$ cat config.mk
export PLATFORM = sky130hd
export DESIGN_NAME = hs_bridge
export DESIGN_NICKNAME = d
export VERILOG_FILES = /design/src/rtl/hs_bridge_pkg.sv /design/src/rtl/hs_bridge_guard.sv /design/src/rtl/hs_bridge_seq.sv /design/src/rtl/hs_bridge_drive.sv /design/src/rtl/hs_bridge.sv
export SDC_FILE = /design/constraint.sdc
export NUM_CORES = 1
export LEC_CHECK = 0
export BUFFER_PORTS_ARGS = -buffer_cell sky130_fd_sc_hd__buf_2
export CORE_AREA = 2 2 39 41
export CTS_BUF_LIST = sky130_fd_sc_hd__clkbuf_8
export DETAILED_ROUTE_END_ITERATION = 10
export DIE_AREA = 0 0 41 43
export HOLD_SLACK_MARGIN = 0.15
export PLACE_DENSITY_LB_ADDON = 0.08
export SYNTH_ARGS = -nofsm -noshare
export SYNTH_HDL_FRONTEND = slang
export SYNTH_SLANG_ARGS = --single-unit
$ cat constraint.sdc
create_clock -name clk -period 2.3 [get_ports clk]
set_input_delay 0.23 -clock clk [delete_from_list [all_inputs] [get_ports clk]]
set_output_delay 0.23 -clock clk [all_outputs]
set_load 0.02 [all_outputs]
$ cat src/rtl/hs_bridge_pkg.sv
// Package: shared state type and output bundle for the handshake bridge.
// Assumes: nothing beyond IEEE 1800-2017 packages.
package hs_bridge_pkg;

    localparam int STATE_W = 4;

    typedef enum logic [STATE_W-1:0] {
        ST_IDLE    = 4'd0,
        ST_RD_REQ  = 4'd1,
        ST_RD_XEN  = 4'd2,
        ST_RD_ACK  = 4'd3,
        ST_RD_DROP = 4'd4,
        ST_RD_RTZ  = 4'd5,
        ST_WR_XEN  = 4'd6,
        ST_WR_REQ  = 4'd7,
        ST_WR_XOFF = 4'd8,
        ST_WR_ACK  = 4'd9,
        ST_WR_RTZ  = 4'd10,
        ST_FAULT   = 4'd11
    } hs_state_e;

    typedef struct packed {
        logic bus_ack;
        logic dev_req;
        logic xcvr_en;
    } hs_drive_t;

    // Output values that belong to each state.
    function automatic hs_drive_t drive_of(hs_state_e st);
        hs_drive_t d;
        d = '0;
        unique case (st)
            ST_RD_REQ:  d.dev_req = 1'b1;
            ST_RD_XEN:  begin d.dev_req = 1'b1; d.xcvr_en = 1'b1; end
            ST_RD_ACK:  begin d.dev_req = 1'b1; d.xcvr_en = 1'b1; d.bus_ack = 1'b1; end
            ST_RD_DROP: begin d.dev_req = 1'b1; d.bus_ack = 1'b1; end
            ST_WR_XEN:  d.xcvr_en = 1'b1;
            ST_WR_REQ:  begin d.xcvr_en = 1'b1; d.dev_req = 1'b1; end
            ST_WR_XOFF: d.dev_req = 1'b1;
            ST_WR_ACK:  begin d.dev_req = 1'b1; d.bus_ack = 1'b1; end
            default:    d = '0;
        endcase
        return d;
    endfunction

endpackage

$ cat src/rtl/hs_bridge_guard.sv
// Module: hs_bridge_guard
// Purpose: for the current state, flags any input value that breaks the
// expected handshake order (alternation, exclusive strobes, unrequested ack).
// Assumes: inputs are synchronous and glitch-free; purely combinational.
module hs_bridge_guard
    import hs_bridge_pkg::*;
(
    input  hs_state_e state_q,
    input  logic      rd_req,
    input  logic      wr_req,
    input  logic      dev_ack,
    output logic      viol
);

    // Per-state list of input values that are out of sequence.
    always_comb begin
        viol = 1'b0;
        unique case (state_q)
            ST_IDLE:    viol = (rd_req & wr_req) | dev_ack;
            ST_RD_REQ:  viol = ~rd_req | wr_req;
            ST_RD_XEN:  viol = ~rd_req | wr_req | ~dev_ack;
            ST_RD_ACK:  viol = wr_req | ~dev_ack;
            ST_RD_DROP: viol = rd_req | wr_req | ~dev_ack;
            ST_WR_XEN:  viol = ~wr_req | rd_req | dev_ack;
            ST_WR_REQ:  viol = ~wr_req | rd_req;
            ST_WR_XOFF: viol = ~wr_req | rd_req | ~dev_ack;
            ST_WR_ACK:  viol = rd_req | ~dev_ack;
            default:    viol = 1'b0;
        endcase
    end

endmodule

$ cat src/rtl/hs_bridge_seq.sv
// Module: hs_bridge_seq
// Purpose: holds the controller state and computes the next state from the
// sampled inputs; a guard violation always wins and leads to ST_FAULT.
// Assumes: synchronous active-low reset; viol comes from hs_bridge_guard.
module hs_bridge_seq
    import hs_bridge_pkg::*;
(
    input  logic      clk,
    input  logic      rst_n,
    input  logic      rd_req,
    input  logic      wr_req,
    input  logic      dev_ack,
    input  logic      viol,
    output hs_state_e state_q,
    output hs_state_e state_d
);

    // Next-state selection for the read and write sequences.
    always_comb begin
        state_d = state_q;
        if (viol) begin
            state_d = ST_FAULT;
        end else begin
            unique case (state_q)
                ST_IDLE: begin
                    if (rd_req && !dev_ack)      state_d = ST_RD_REQ;
                    else if (wr_req && !dev_ack) state_d = ST_WR_XEN;
                end
                ST_RD_REQ:  if (dev_ack) state_d = ST_RD_XEN;
                ST_RD_XEN:  state_d = ST_RD_ACK;
                ST_RD_ACK:  if (!rd_req) state_d = ST_RD_DROP;
                ST_RD_DROP: state_d = ST_RD_RTZ;
                ST_RD_RTZ:  if (!dev_ack) state_d = ST_IDLE;
                ST_WR_XEN:  state_d = ST_WR_REQ;
                ST_WR_REQ:  if (dev_ack) state_d = ST_WR_XOFF;
                ST_WR_XOFF: state_d = ST_WR_ACK;
                ST_WR_ACK:  if (!wr_req) state_d = ST_WR_RTZ;
                ST_WR_RTZ:  if (!dev_ack) state_d = ST_IDLE;
                ST_FAULT:   if (!rd_req && !wr_req && !dev_ack) state_d = ST_IDLE;
                default:    state_d = ST_FAULT;
            endcase
        end
    end

    // State register with synchronous reset to idle.
    always_ff @(posedge clk) begin
        if (!rst_n) state_q <= ST_IDLE;
        else        state_q <= state_d;
    end


    rd_release_persist_chk: assert property (@(posedge clk) disable iff (!rst_n)
        (state_q == ST_RD_ACK && !rd_req && !viol) |=> (state_q == ST_RD_DROP));


    fault_hold_chk: assert property (@(posedge clk) disable iff (!rst_n)
        (state_q == ST_FAULT && (rd_req || wr_req || dev_ack)) |=> (state_q == ST_FAULT));


    rtz_hold_chk: assert property (@(posedge clk) disable iff (!rst_n)
        (state_q == ST_RD_RTZ && dev_ack) |=> (state_q == ST_RD_RTZ || state_q == ST_FAULT));

endmodule

$ cat src/rtl/hs_bridge_drive.sv
// Module: hs_bridge_drive
// Purpose: registers the outputs from the next state so that each output
// moves on the edge that samples its enabling input; flags faults for one cycle.
// Assumes: synchronous active-low reset; state_d and viol are combinational.
module hs_bridge_drive
    import hs_bridge_pkg::*;
(
    input  logic      clk,
    input  logic      rst_n,
    input  hs_state_e state_d,
    input  logic      viol,
    input  logic      dev_ack,
    output logic      bus_ack_q,
    output logic      dev_req_q,
    output logic      xcvr_en_q,
    output logic      err_q
);

    hs_drive_t nxt;

    // Output values that go with the next state.
    always_comb nxt = drive_of(state_d);

    // Output flops, cleared by reset.
    always_ff @(posedge clk) begin
        if (!rst_n) begin
            bus_ack_q <= 1'b0;
            dev_req_q <= 1'b0;
            xcvr_en_q <= 1'b0;
            err_q     <= 1'b0;
        end else begin
            bus_ack_q <= nxt.bus_ack;
            dev_req_q <= nxt.dev_req;
            xcvr_en_q <= nxt.xcvr_en;
            err_q     <= viol;
        end
    end


    err_single_pulse_chk: assert property (@(posedge clk) disable iff (!rst_n)
        err_q |=> !err_q);


    dev_req_rise_chk: assert property (@(posedge clk) disable iff (!rst_n)
        $rose(dev_req_q) |-> !$past(dev_ack));


    bus_ack_rise_chk: assert property (@(posedge clk) disable iff (!rst_n)
        $rose(bus_ack_q) |-> (dev_req_q && $past(dev_ack)));


    release_pair_chk: assert property (@(posedge clk) disable iff (!rst_n)
        $fell(bus_ack_q) |-> !dev_req_q);


    xen_entry_chk: assert property (@(posedge clk) disable iff (!rst_n)
        $rose(xcvr_en_q) |-> (dev_req_q == $past(dev_ack)));

endmodule

$ cat src/rtl/hs_bridge.sv
// Module: hs_bridge (top)
// Purpose: clocked bridge between a bus four-phase handshake (read or write
// strobe in, acknowledge out) and a device four-phase handshake (strobe out,
// acknowledge in, transceiver enable out), with a protocol fault pulse.
// Assumes: all inputs synchronous to clk and glitch-free; reset synchronous.
module hs_bridge
    import hs_bridge_pkg::*;
(
    input  logic clk,
    input  logic rst_n,
    input  logic rd_req,
    input  logic wr_req,
    output logic bus_ack,
    output logic dev_req,
    input  logic dev_ack,
    output logic xcvr_en,
    output logic proto_err
);

    hs_state_e state_q;
    hs_state_e state_d;
    logic      viol;

    hs_bridge_guard guard_i (
        .state_q (state_q),
        .rd_req  (rd_req),
        .wr_req  (wr_req),
        .dev_ack (dev_ack),
        .viol    (viol)
    );

    hs_bridge_seq seq_i (
        .clk     (clk),
        .rst_n   (rst_n),
        .rd_req  (rd_req),
        .wr_req  (wr_req),
        .dev_ack (dev_ack),
        .viol    (viol),
        .state_q (state_q),
        .state_d (state_d)
    );

    hs_bridge_drive drive_i (
        .clk       (clk),
        .rst_n     (rst_n),
        .state_d   (state_d),
        .viol      (viol),
        .dev_ack   (dev_ack),
        .bus_ack_q (bus_ack),
        .dev_req_q (dev_req),
        .xcvr_en_q (xcvr_en),
        .err_q     (proto_err)
    );


    dual_strobe_chk: assert property (@(posedge clk) disable iff (!rst_n)
        (state_q == ST_IDLE && rd_req && wr_req) |=> (proto_err && !dev_req && !xcvr_en));

endmodule

==> impl_metrics.py, run 1 <==
metrics = {
    "run_status": {
        "status": "complete, no violations",
    },
    "timing": {
        "hold_viol_final": 0,
        "skew_ns": 0.00148,
        "drv_slew": 0,
        "fmax_mhz": 514,
        "rsz0062_at_grt": "false",
        "setup_viol": 0,
        "maxSlewHeadroom": 0.608,
        "setup_tns_ns": 0,
        "worst_pin_slew_ns": 0.588,
        "hold_slack_ns": 0.273,
        "finalCriticalPeriod_ns": 1.95,
        "min_period_over_period": 0.846,
    },
    "cells_and_area": {
        "final_nets": 96,
        "utilization": 0.542,
        "drive_above_1_share": 0.258,
        "area_growth_pct": 8.50,
        "antenna_cells": 0,
    },
    "yosys": {
        "yosysWarnings": 0,
        "ys.flop_type": "dfxtp_1",
        "ys_types": 42,
        "synth-seq-area-share": 0.231,
        "synth_fp_nets": 88,
        "synth_seq_cells": 8,
        "syn_avg_cell_area_um2": 8.34,
        "netlist_area_um2": 692,
        "syn_inst": 83,
        "async_flop_share": 0,
        "synth-edff-count": 0,
    },
    "die": {
        "die_x_um": 41,
        "rows": 14,
        "fp.dieArea_um2": 1760,
        "core-area_um2": 1380,
        "die_h_um": 43,
        "start_util": 0.500,
        "ios": 9,
    },
    "cts": {
        "htree_levels": 1,
        "numClockSinks": 8,
        "clock-root-buffer": "clkbuf_8",
        "cts-resized-gates": 0,
        "cts_setup_buffers": 0,
        "clock_latency_ns": 0.23,
        "cts_tree": "yes",
        "cts_inserted_buffers": 3,
        "path_clk_slew_ns": 0.04,
        "hold_buffers": 0,
        "clockBufferDepth": 2,
    },
    "critical_path": {
        "worst_setup_path_end_kind": "flip-flop",
        "rr_worst_depth": 6,
        "critPathLaunchType": "flip-flop",
        "cpMaxStageDelayCell": "dfxtp_1",
        "worst_ep_required_time_ns": 2.40,
        "cp.arrival_ns": 2.05,
        "worst-setup-path-type": "flip-flop to flip-flop",
        "crit_chain": "nand2b_1 > a2111oi_0 > a41oi_1 > and3_1 > a211oi_1 > nor4_1",
        "crit_family": "compound AO/OA/AOI/OAI gates",
        "path_buf_inv": 0,
        "r2r_setup_slack_ns": 0.35,
        "cpPeakStageDelay_ns": 0.68,
        "r2r_start": "seq_i.state_q[3]",
        "r2r_end": "drive_i.bus_ack_q",
        "crit_fanout": 16,
    },
    "global_routing": {
        "grt_usage": 0.210,
        "grt_overflow": 0,
        "grt_first_pass_wirelength_um": 2550,
        "grt_pass1_vias": 620,
        "grt_antenna_before_repair": 0,
        "grt_max_degree": 17,
    },
    "min_path": {
        "hp-start": "rst_n",
        "worstHoldPathCells": 2,
        "min_to": "seq_i.state_q[0]",
        "hp-class": "input port to flip-flop",
    },
    "detailed_routing": {
        "via_per_inst": 6.40,
        "drt-pass1-iter-count": 4,
        "ant_nets": 0,
        "drc": 0,
        "finalWirelength_um": 1560,
        "wire_per_inst_um": 14.8,
        "num_vias": 672,
        "drtIter0Drc": 30,
    },
    "run": {
        "cap_violations": 0,
    },
    "pwr": {
        "p_per_area_nw_per_um2": 1220,
        "p_leak_uw": 0.000280,
        "p_comb_frac": 0.520,
        "p_switching_uw": 418,
        "p_clk_frac": 0.179,
        "p_seq_frac": 0.301,
        "vdd_ir_drop_max_v": 0.000725,
        "intPower_uw": 500,
        "switching_share": 0.455,
    },
    "placed_design": {
        "gp_congestion": 0.781,
        "place.port_buffers": 8,
        "dp_hpwl_um": 1110,
    },
}
[cell families (layout without fill, tap and decap cells)]
logic type      after synthesis  in the layout  share of synthesized area
flops                         8              8                      0.231
simple gates                 32             32                      0.275
compound gates               32             32                      0.391
buf+inv                      11             17                      0.103
[metrics by stage]
step / setup WS, ns / power, µW / instance area (µm²) / cells
2_1_floorplan: 0.744 / 671 / 692 / 83
3_3_place_gp: 0.371 / 753 / 709 / 102
3_5_place_dp: 0.352 / 750 / 709 / 102
4_1_cts: 0.362 / 921 / 751 / 105
5_1_grt: 0.0571 / 991 / 751 / 105
6_report: 0.354 / 918 / 751 / 105
[sequential cells by signal, indices dropped and copies added (netlist names)]
signal	flops
drive_i.err_q	1
drive_i.dev_req_q	1
drive_i.bus_ack_q	1
seq_i.state_q	4
drive_i.xcvr_en_q	1
[layout by cell type, fill, tap and decap left out, drive strengths merged, types with 3 or more instances in the layout]
cell type	instances
a21oi	6
buf	9
clkbuf	3
dfxtp	8
inv	5
nand2b	4
nand3	4
nor2	6
nor3	4
nor4	4
o21ai	6
o31a	3
o31ai	3
[layout make-up]
cell class	instances	area, µm²
flip-flops and latches	8	160
well taps	16	20.0
fillers	133	633
multi-input cells	64	460
clock buffers	3	41.3
inverters	5	21.3
repair buffers	9	47.5
[worst max-delay path by stage]
stage | startpoint | to | cells past startpoint
after floorplan | seq_i.state_q[2] | seq_i.state_q[0] | 6
after global placement | seq_i.state_q[3] | drive_i.bus_ack_q | 6
after detailed placement | seq_i.state_q[3] | drive_i.bus_ack_q | 6
after CTS | seq_i.state_q[3] | drive_i.bus_ack_q | 6
after global routing | seq_i.state_q[3] | drive_i.bus_ack_q | 6
final | seq_i.state_q[3] | drive_i.bus_ack_q | 6
[cell usage after synthesis (2+ instances only)]
library cell | instances | share of area
a21oi_1 | 5 | 0.036
buf_4 | 3 | 0.033
buf_6 | 2 | 0.033
dfxtp_1 | 8 | 0.23
inv_1 | 4 | 0.022
nand2_1 | 2 | 0.011
nand2b_1 | 4 | 0.036
nand3_1 | 4 | 0.029
nor2_1 | 6 | 0.033
nor3_1 | 4 | 0.029
nor4_1 | 2 | 0.018
nor4_2 | 2 | 0.036
o21ai_0 | 3 | 0.022
o21ai_1 | 3 | 0.022
o31a_1 | 3 | 0.038
o31ai_1 | 2 | 0.022
[layer usage]
layer	vias to the layer above	routed length (µm)	global-route usage
met4	0	53	0.147
met3	7	74	0.0105
li1	333	-	-
met1	310	733	0.278
met2	22	695	0.309
met5	-	0	0
[power groups by stage]
| stage | clock, µW | combinational (µW) | sequential [µW] |
|---|---|---|---|
| 2_1_floorplan | 0 | 426 | 245 |
| 5_1_grt | 173 | 527 | 291 |
| 3_5_place_dp | 0 | 473 | 277 |
| 3_3_place_gp | 0 | 478 | 275 |
| 6_report | 164 | 478 | 276 |
| 4_1_cts | 170 | 476 | 275 |
Power figures use the tool's default switching activity.
==> run 2: changes to the inputs <==
==> constraint.sdc (replaced) <==
create_clock -name clk -period 1.96 [get_ports clk]
set_input_delay 0.196 -clock clk [delete_from_list [all_inputs] [get_ports clk]]
set_output_delay 0.196 -clock clk [all_outputs]
set_load 0.02 [all_outputs]
==> run 2 against run 1 <==
Worst hold slack got worse by 0.033 ns. Count of clock-buffer cells in the layout unchanged. Sequential power increased by 9.8%. Via count increased by 3.3%. Cell count increased by 5.7%. Critical endpoint is now seq_i.state_q[0]. Routed wire length about the same. Largest cell class unchanged. Highest routed layer unchanged. Power increased by 25%. Fmax increased by 11%. Core utilization increased by 3.4 points.
==> impl_metrics.py, run 2 (synthesis results as in run 1) <==
metrics = {
    "timing": {
        "hold_viol_final": 0,
        "skew_ns": 0.00314,
        "fmax_mhz": 570,
        "rsz0062_at_grt": "false",
        "min_period_over_period": 0.895,
        "setup_viol": 0,
        "finalCriticalPeriod_ns": 1.76,
        "worst_pin_slew_ns": 0.363,
        "drv_slew": 0,
        "setup_tns_ns": 0,
        "maxSlewHeadroom": 0.752,
    },
    "run_status": {
        "status": "complete, no violations",
    },
    "cells_and_area": {
        "area_growth_pct": 15.4,
        "num-fill-cells": 135,
        "post-route-cell-area_um2": 798,
        "drive_above_1_share": 0.326,
        "final_cell_mix": "buf_2 (8), buf_4 (7), nor2_1 (6), dfxtp_1 (6), a21oi_1 (5)",
        "regMostFlops": "seq_i.state_q",
        "final_common_cell": "buf_2",
        "largest_reg_flops": 4,
        "final_nets": 102,
        "antenna_cells": 0,
        "utilization": 0.577,
        "multiInputGateArea_um2": 460,
        "regArea_um2": 163,
    },
    "critical_path": {
        "rr_worst_depth": 6,
        "r2r_end": "seq_i.state_q[0]",
        "cp.arrival_ns": 1.86,
        "worst_ep_required_time_ns": 2.07,
        "worst_setup_path_end_kind": "flip-flop",
        "worstSetupStartpoint": "seq_i.state_q[2]",
        "r2r_setup_slack_ns": 0.20,
        "worst-setup-path-type": "flip-flop to flip-flop",
        "r2r_start": "seq_i.state_q[2]",
        "critPathLaunchType": "flip-flop",
        "setup.worst_path.end": "seq_i.state_q[0]",
        "crit_fanout": 11,
    },
    "detailed_routing": {
        "finalWirelength_um": 1560,
        "wire_per_inst_um": 14.0,
        "drt-pass1-iter-count": 4,
        "ant_nets": 0,
        "num_vias": 694,
        "via_per_inst": 6.25,
        "drtIter0Drc": 17,
        "drc": 0,
    },
    "global_routing": {
        "grt_overflow": 0,
        "grt_usage": 0.225,
        "grt_antenna_before_repair": 0,
        "grt_first_pass_wirelength_um": 2750,
        "grt_max_degree": 12,
        "grt_pass1_vias": 674,
    },
    "pwr": {
        "vdd_ir_drop_max_v": 0.000878,
        "p_leak_uw": 0.000310,
        "p_per_area_nw_per_um2": 1440,
    },
    "placed_design": {
        "place.port_buffers": 8,
        "dp_hpwl_um": 1210,
        "gp_congestion": 0.745,
        "placed_cell_area_um2": 754,
    },
    "min_path": {
        "worstHoldPathCells": 2,
        "hp-class": "input port to flip-flop",
    },
    "cts": {
        "cts_tree": "yes",
        "htree_levels": 1,
        "cts_inserted_buffers": 3,
        "clockBufferDepth": 2,
        "clock_latency_ns": 0.23,
        "numClockSinks": 8,
        "path_clk_slew_ns": 0.04,
        "clock-root-buffer": "clkbuf_8",
    },
    "die": {
        "ios": 9,
        "start_util": 0.500,
        "die_h_um": 43,
        "core-area_um2": 1380,
        "rows": 14,
        "fp.dieArea_um2": 1760,
        "die_x_um": 41,
    },
    "run": {
        "cap_violations": 0,
    },
}
-- run 2: changes by cell type in the layout (fill, tap and decap cells not counted), sizes merged --
cell  before  now
buf        9   15
-- run 2: stage by stage --
| step | hold WS, ns | std cells | power, µW | setup slack (ns) |
|---|---|---|---|---|
| 2_1_floorplan | 0.314 | 83 | 787 | 0.404 |
| 3_3_place_gp | 0.471 | 108 | 947 | 0.143 |
| 3_5_place_dp | 0.469 | 108 | 952 | 0.145 |
| 4_1_cts | 0.243 | 111 | 1150 | 0.123 |
| 5_1_grt | 0.258 | 111 | 1240 | 0.0219 |
| 6_report | 0.240 | 111 | 1150 | 0.205 |
-- run 2: how the worst min path moves through the flow --
stage               start                to  slack, ns
floorplan           rst_n  seq_i.state_q[3]       0.31
global placement    rst_n  seq_i.state_q[1]       0.47
detailed placement  rst_n  seq_i.state_q[3]       0.47
CTS                 rst_n  seq_i.state_q[3]       0.24
global route        rst_n  seq_i.state_q[3]       0.26
finish              rst_n  seq_i.state_q[3]       0.24
-- run 2: layout make-up --
| cell class | count | area share |
|---|---|---|
| Inverter | 5 | 0.0266 |
| Timing Repair Buffer | 15 | 0.116 |
| Tap cell | 16 | 0.0251 |
| Sequential cell | 8 | 0.204 |
| Multi-Input combinational cell | 64 | 0.577 |
| Clock buffer | 3 | 0.0517 |
-- run 2: power breakdown --
part           internal [µW]  leakage, µW  switching [µW]
logic                    291     0.000222             363
registers                225    0.0000664            77.9
clock network            133    0.0000216            59.4
total                    649     0.000310             500
-- run 2: critical path, stage by stage, from the launching register on --
cell and delay [ns]:
dfxtp_1 0.53, nand3b_1 0.14, o31ai_2 0.08, o21ai_1 0.11, a221oi_2 0.32, o22ai_4 0.15
o31a_1 0.31
-- run 2: metal layers --
layer	vias up	part of all wire	track usage
li1	342	-	-
met1	321	0.40	0.274
met2	22	0.49	0.353
met3	9	0.057	0.0105
met4	0	0.048	0.160
met5	-	0	0
-- run 2: what timing repair did --
item                                    CTS  global route
hold buffers                              0             0
gates resized for setup                   0             2
buffers inserted                          0             0
endpoints found under the setup margin    0             1
==> run 3: changes to the inputs <==
--- a/config.mk
+++ b/config.mk
@@ -6,10 +6,10 @@
 export NUM_CORES = 1
 export LEC_CHECK = 0
 export BUFFER_PORTS_ARGS = -buffer_cell sky130_fd_sc_hd__buf_2
-export CORE_AREA = 2 2 39 41
+export CORE_AREA = 2 2 55 57
 export CTS_BUF_LIST = sky130_fd_sc_hd__clkbuf_8
 export DETAILED_ROUTE_END_ITERATION = 10
-export DIE_AREA = 0 0 41 43
+export DIE_AREA = 0 0 57 59
 export HOLD_SLACK_MARGIN = 0.15
 export PLACE_DENSITY_LB_ADDON = 0.08
 export SYNTH_ARGS = -nofsm -noshare
==> run 3 against run 2 <==
Sequential share of layout area shrank 0.86 points. Combinational power grew 4.6%. Sequential power shrank 3%. Worst setup slack lost 0.021 ns. Critical path depth is the same. Worst hold slack gained 0.0090 ns. Clock power grew 3%. Routed wire length grew 21%. First-iteration DRC count shrank 12%. Die area grew 91%. Core utilization shrank 27 points. Critical endpoint is now drive_i.bus_ack_q. Largest power group unchanged.
==> impl_metrics.py, run 3 (synthesis results as in run 1) <==
metrics = {
    "pwr": {
        "p_leak_uw": 0.000320,
        "intPower_uw": 645,
        "vdd_ir_drop_max_v": 0.000614,
        "p_comb_frac": 0.582,
        "p_switching_uw": 530,
        "p_clk_frac": 0.169,
        "switching_share": 0.451,
        "p_seq_frac": 0.249,
        "total_power_uw": 1170,
        "p_per_area_nw_per_um2": 1410,
    },
    "detailed_routing": {
        "dr_wl_met2_um": 860,
        "num_vias": 697,
        "drtIter0Drc": 15,
        "wire_per_inst_um": 14.8,
        "met3_length_um": 74,
        "drc": 0,
        "ant_nets": 0,
        "top_layer": "met4",
        "wl_met1_um": 848,
        "via_per_inst": 5.49,
        "drt-pass1-iter-count": 4,
        "finalWirelength_um": 1880,
    },
    "run": {
        "cap_violations": 0,
    },
    "run_status": {
        "status": "complete, no violations",
    },
    "critical_path": {
        "critPathLaunchType": "flip-flop",
        "crit_family": "compound AO/OA/AOI/OAI gates",
        "worst-setup-path-type": "flip-flop to flip-flop",
        "cp.arrival_ns": 1.88,
        "worst_setup_path_end_kind": "flip-flop",
        "path_buf_inv": 1,
        "cpMaxStageDelayCell": "a2111oi_0",
        "cpPeakStageDelay_ns": 0.46,
        "crit_fanout": 6,
        "crit_chain": "inv_1 > a2111oi_0 > a41oi_1 > and3_1 > a211oi_1 > nor4_1",
        "worst_ep_required_time_ns": 2.06,
    },
    "global_routing": {
        "grt_usage": 0.125,
        "grt_antenna_before_repair": 0,
        "grt_overflow": 0,
        "grt_max_degree": 14,
        "grt_first_pass_wirelength_um": 3130,
        "grt_pass1_vias": 668,
    },
    "die": {
        "die_h_um": 59,
        "fp.dieArea_um2": 3360,
        "ios": 9,
        "rows": 19,
        "core-area_um2": 2710,
        "die_x_um": 57,
        "start_util": 0.255,
    },
    "timing": {
        "maxSlewHeadroom": 0.687,
        "min_period_over_period": 0.906,
        "setup_tns_ns": 0,
        "setup_viol": 0,
        "worst_pin_slew_ns": 0.458,
        "drv_slew": 0,
        "finalWorstSetupSlack_ns": 0.184,
        "rsz0062_at_grt": "false",
        "hold_viol_final": 0,
        "fmax_mhz": 563,
        "finalCriticalPeriod_ns": 1.78,
        "skew_ns": 0.00308,
    },
    "placed_design": {
        "gp_congestion": 0.839,
        "dp_cells": 124,
        "place_ws_ns": 0.127,
        "place.port_buffers": 8,
        "dp_hpwl_um": 1390,
    },
    "cells_and_area": {
        "final_cell_mix": "buf_2 (8), buf_4 (8), nor2_1 (6), dfxtp_1 (6), a21oi_1 (5)",
        "regMostFlops": "seq_i.state_q",
        "num-fill-cells": 300,
        "drive_above_1_share": 0.354,
        "largest_reg_flops": 4,
        "final_nets": 103,
        "antenna_cells": 0,
        "fin_cells": 127,
        "area_growth_pct": 20.4,
    },
    "cts": {
        "cts_tree": "yes",
        "numClockSinks": 8,
        "cts_setup_buffers": 0,
        "hold_buffers": 0,
        "clock_latency_ns": 0.23,
        "path_clk_slew_ns": 0.04,
        "cts_inserted_buffers": 3,
        "clockBufferDepth": 2,
        "clock-root-buffer": "clkbuf_8",
        "htree_levels": 1,
    },
    "min_path": {
        "hp-class": "input port to flip-flop",
    },
}
==> run 3: worst paths after layout <==
path | from | end | slack, ns | cells after the start
worst min register to register | seq_i.state_q[3] | drive_i.xcvr_en_q | 0.83 | 2
worst max-delay path | seq_i.state_q[0] | drive_i.bus_ack_q | 0.18 | 6
worst max register to register | seq_i.state_q[0] | drive_i.bus_ack_q | 0.18 | 6
worst min-delay path | rst_n | seq_i.state_q[3] | 0.25 | 2
==> run 3: layout make-up <==
cell class	instances	area, µm²	area share
multi-input cells	64	469	0.563
inverters	5	21.3	0.0255
repair buffers	16	100	0.120
well taps	31	38.8	0.0465
clock buffers	3	41.3	0.0495
flip-flops and latches	8	163	0.195
==> run 3: metrics by stage <==
step / hold slack [ns] / cell area (µm²) / util
floorplan: 0.314 / 692 / -
global placement: 0.481 / 781 / 0.288
detailed placement: 0.484 / 781 / 0.288
CTS: 0.252 / 822 / 0.303
global route: 0.248 / 833 / 0.307
finish: 0.249 / 833 / 0.307
==> run 3: per-layer routing <==
| metal | track usage | up-vias |
|---|---|---|
| met3 | 0.0262 | 8 |
| met2 | 0.192 | 20 |
| li1 | - | 345 |
| met5 | 0 | - |
| met4 | 0.106 | 0 |
| met1 | 0.150 | 324 |
==> run 3: timing repair <==
| item | CTS | global route |
|---|---|---|
| endpoints found under the setup margin | 0 | 1 |
| resized for setup | 0 | 4 |
| endpoints found under the hold margin | 0 | 0 |
==> run 3: worst reg2reg max path: cells and delay by family (launching register included) <==
kind	cells	cell delay (ns)
compound gates	3	0.80
buf+inv	1	0.16
flops	1	0.39
simple gates	2	0.29
==> run 3: power by group through the flow <==
stage | clock network, µW | registers (µW) | logic (µW)
after global routing | 218 | 304 | 745
after floorplan | 0 | 287 | 500
after global placement | 0 | 295 | 677
final | 198 | 293 | 684
after CTS | 204 | 289 | 672
after detailed placement | 0 | 289 | 665
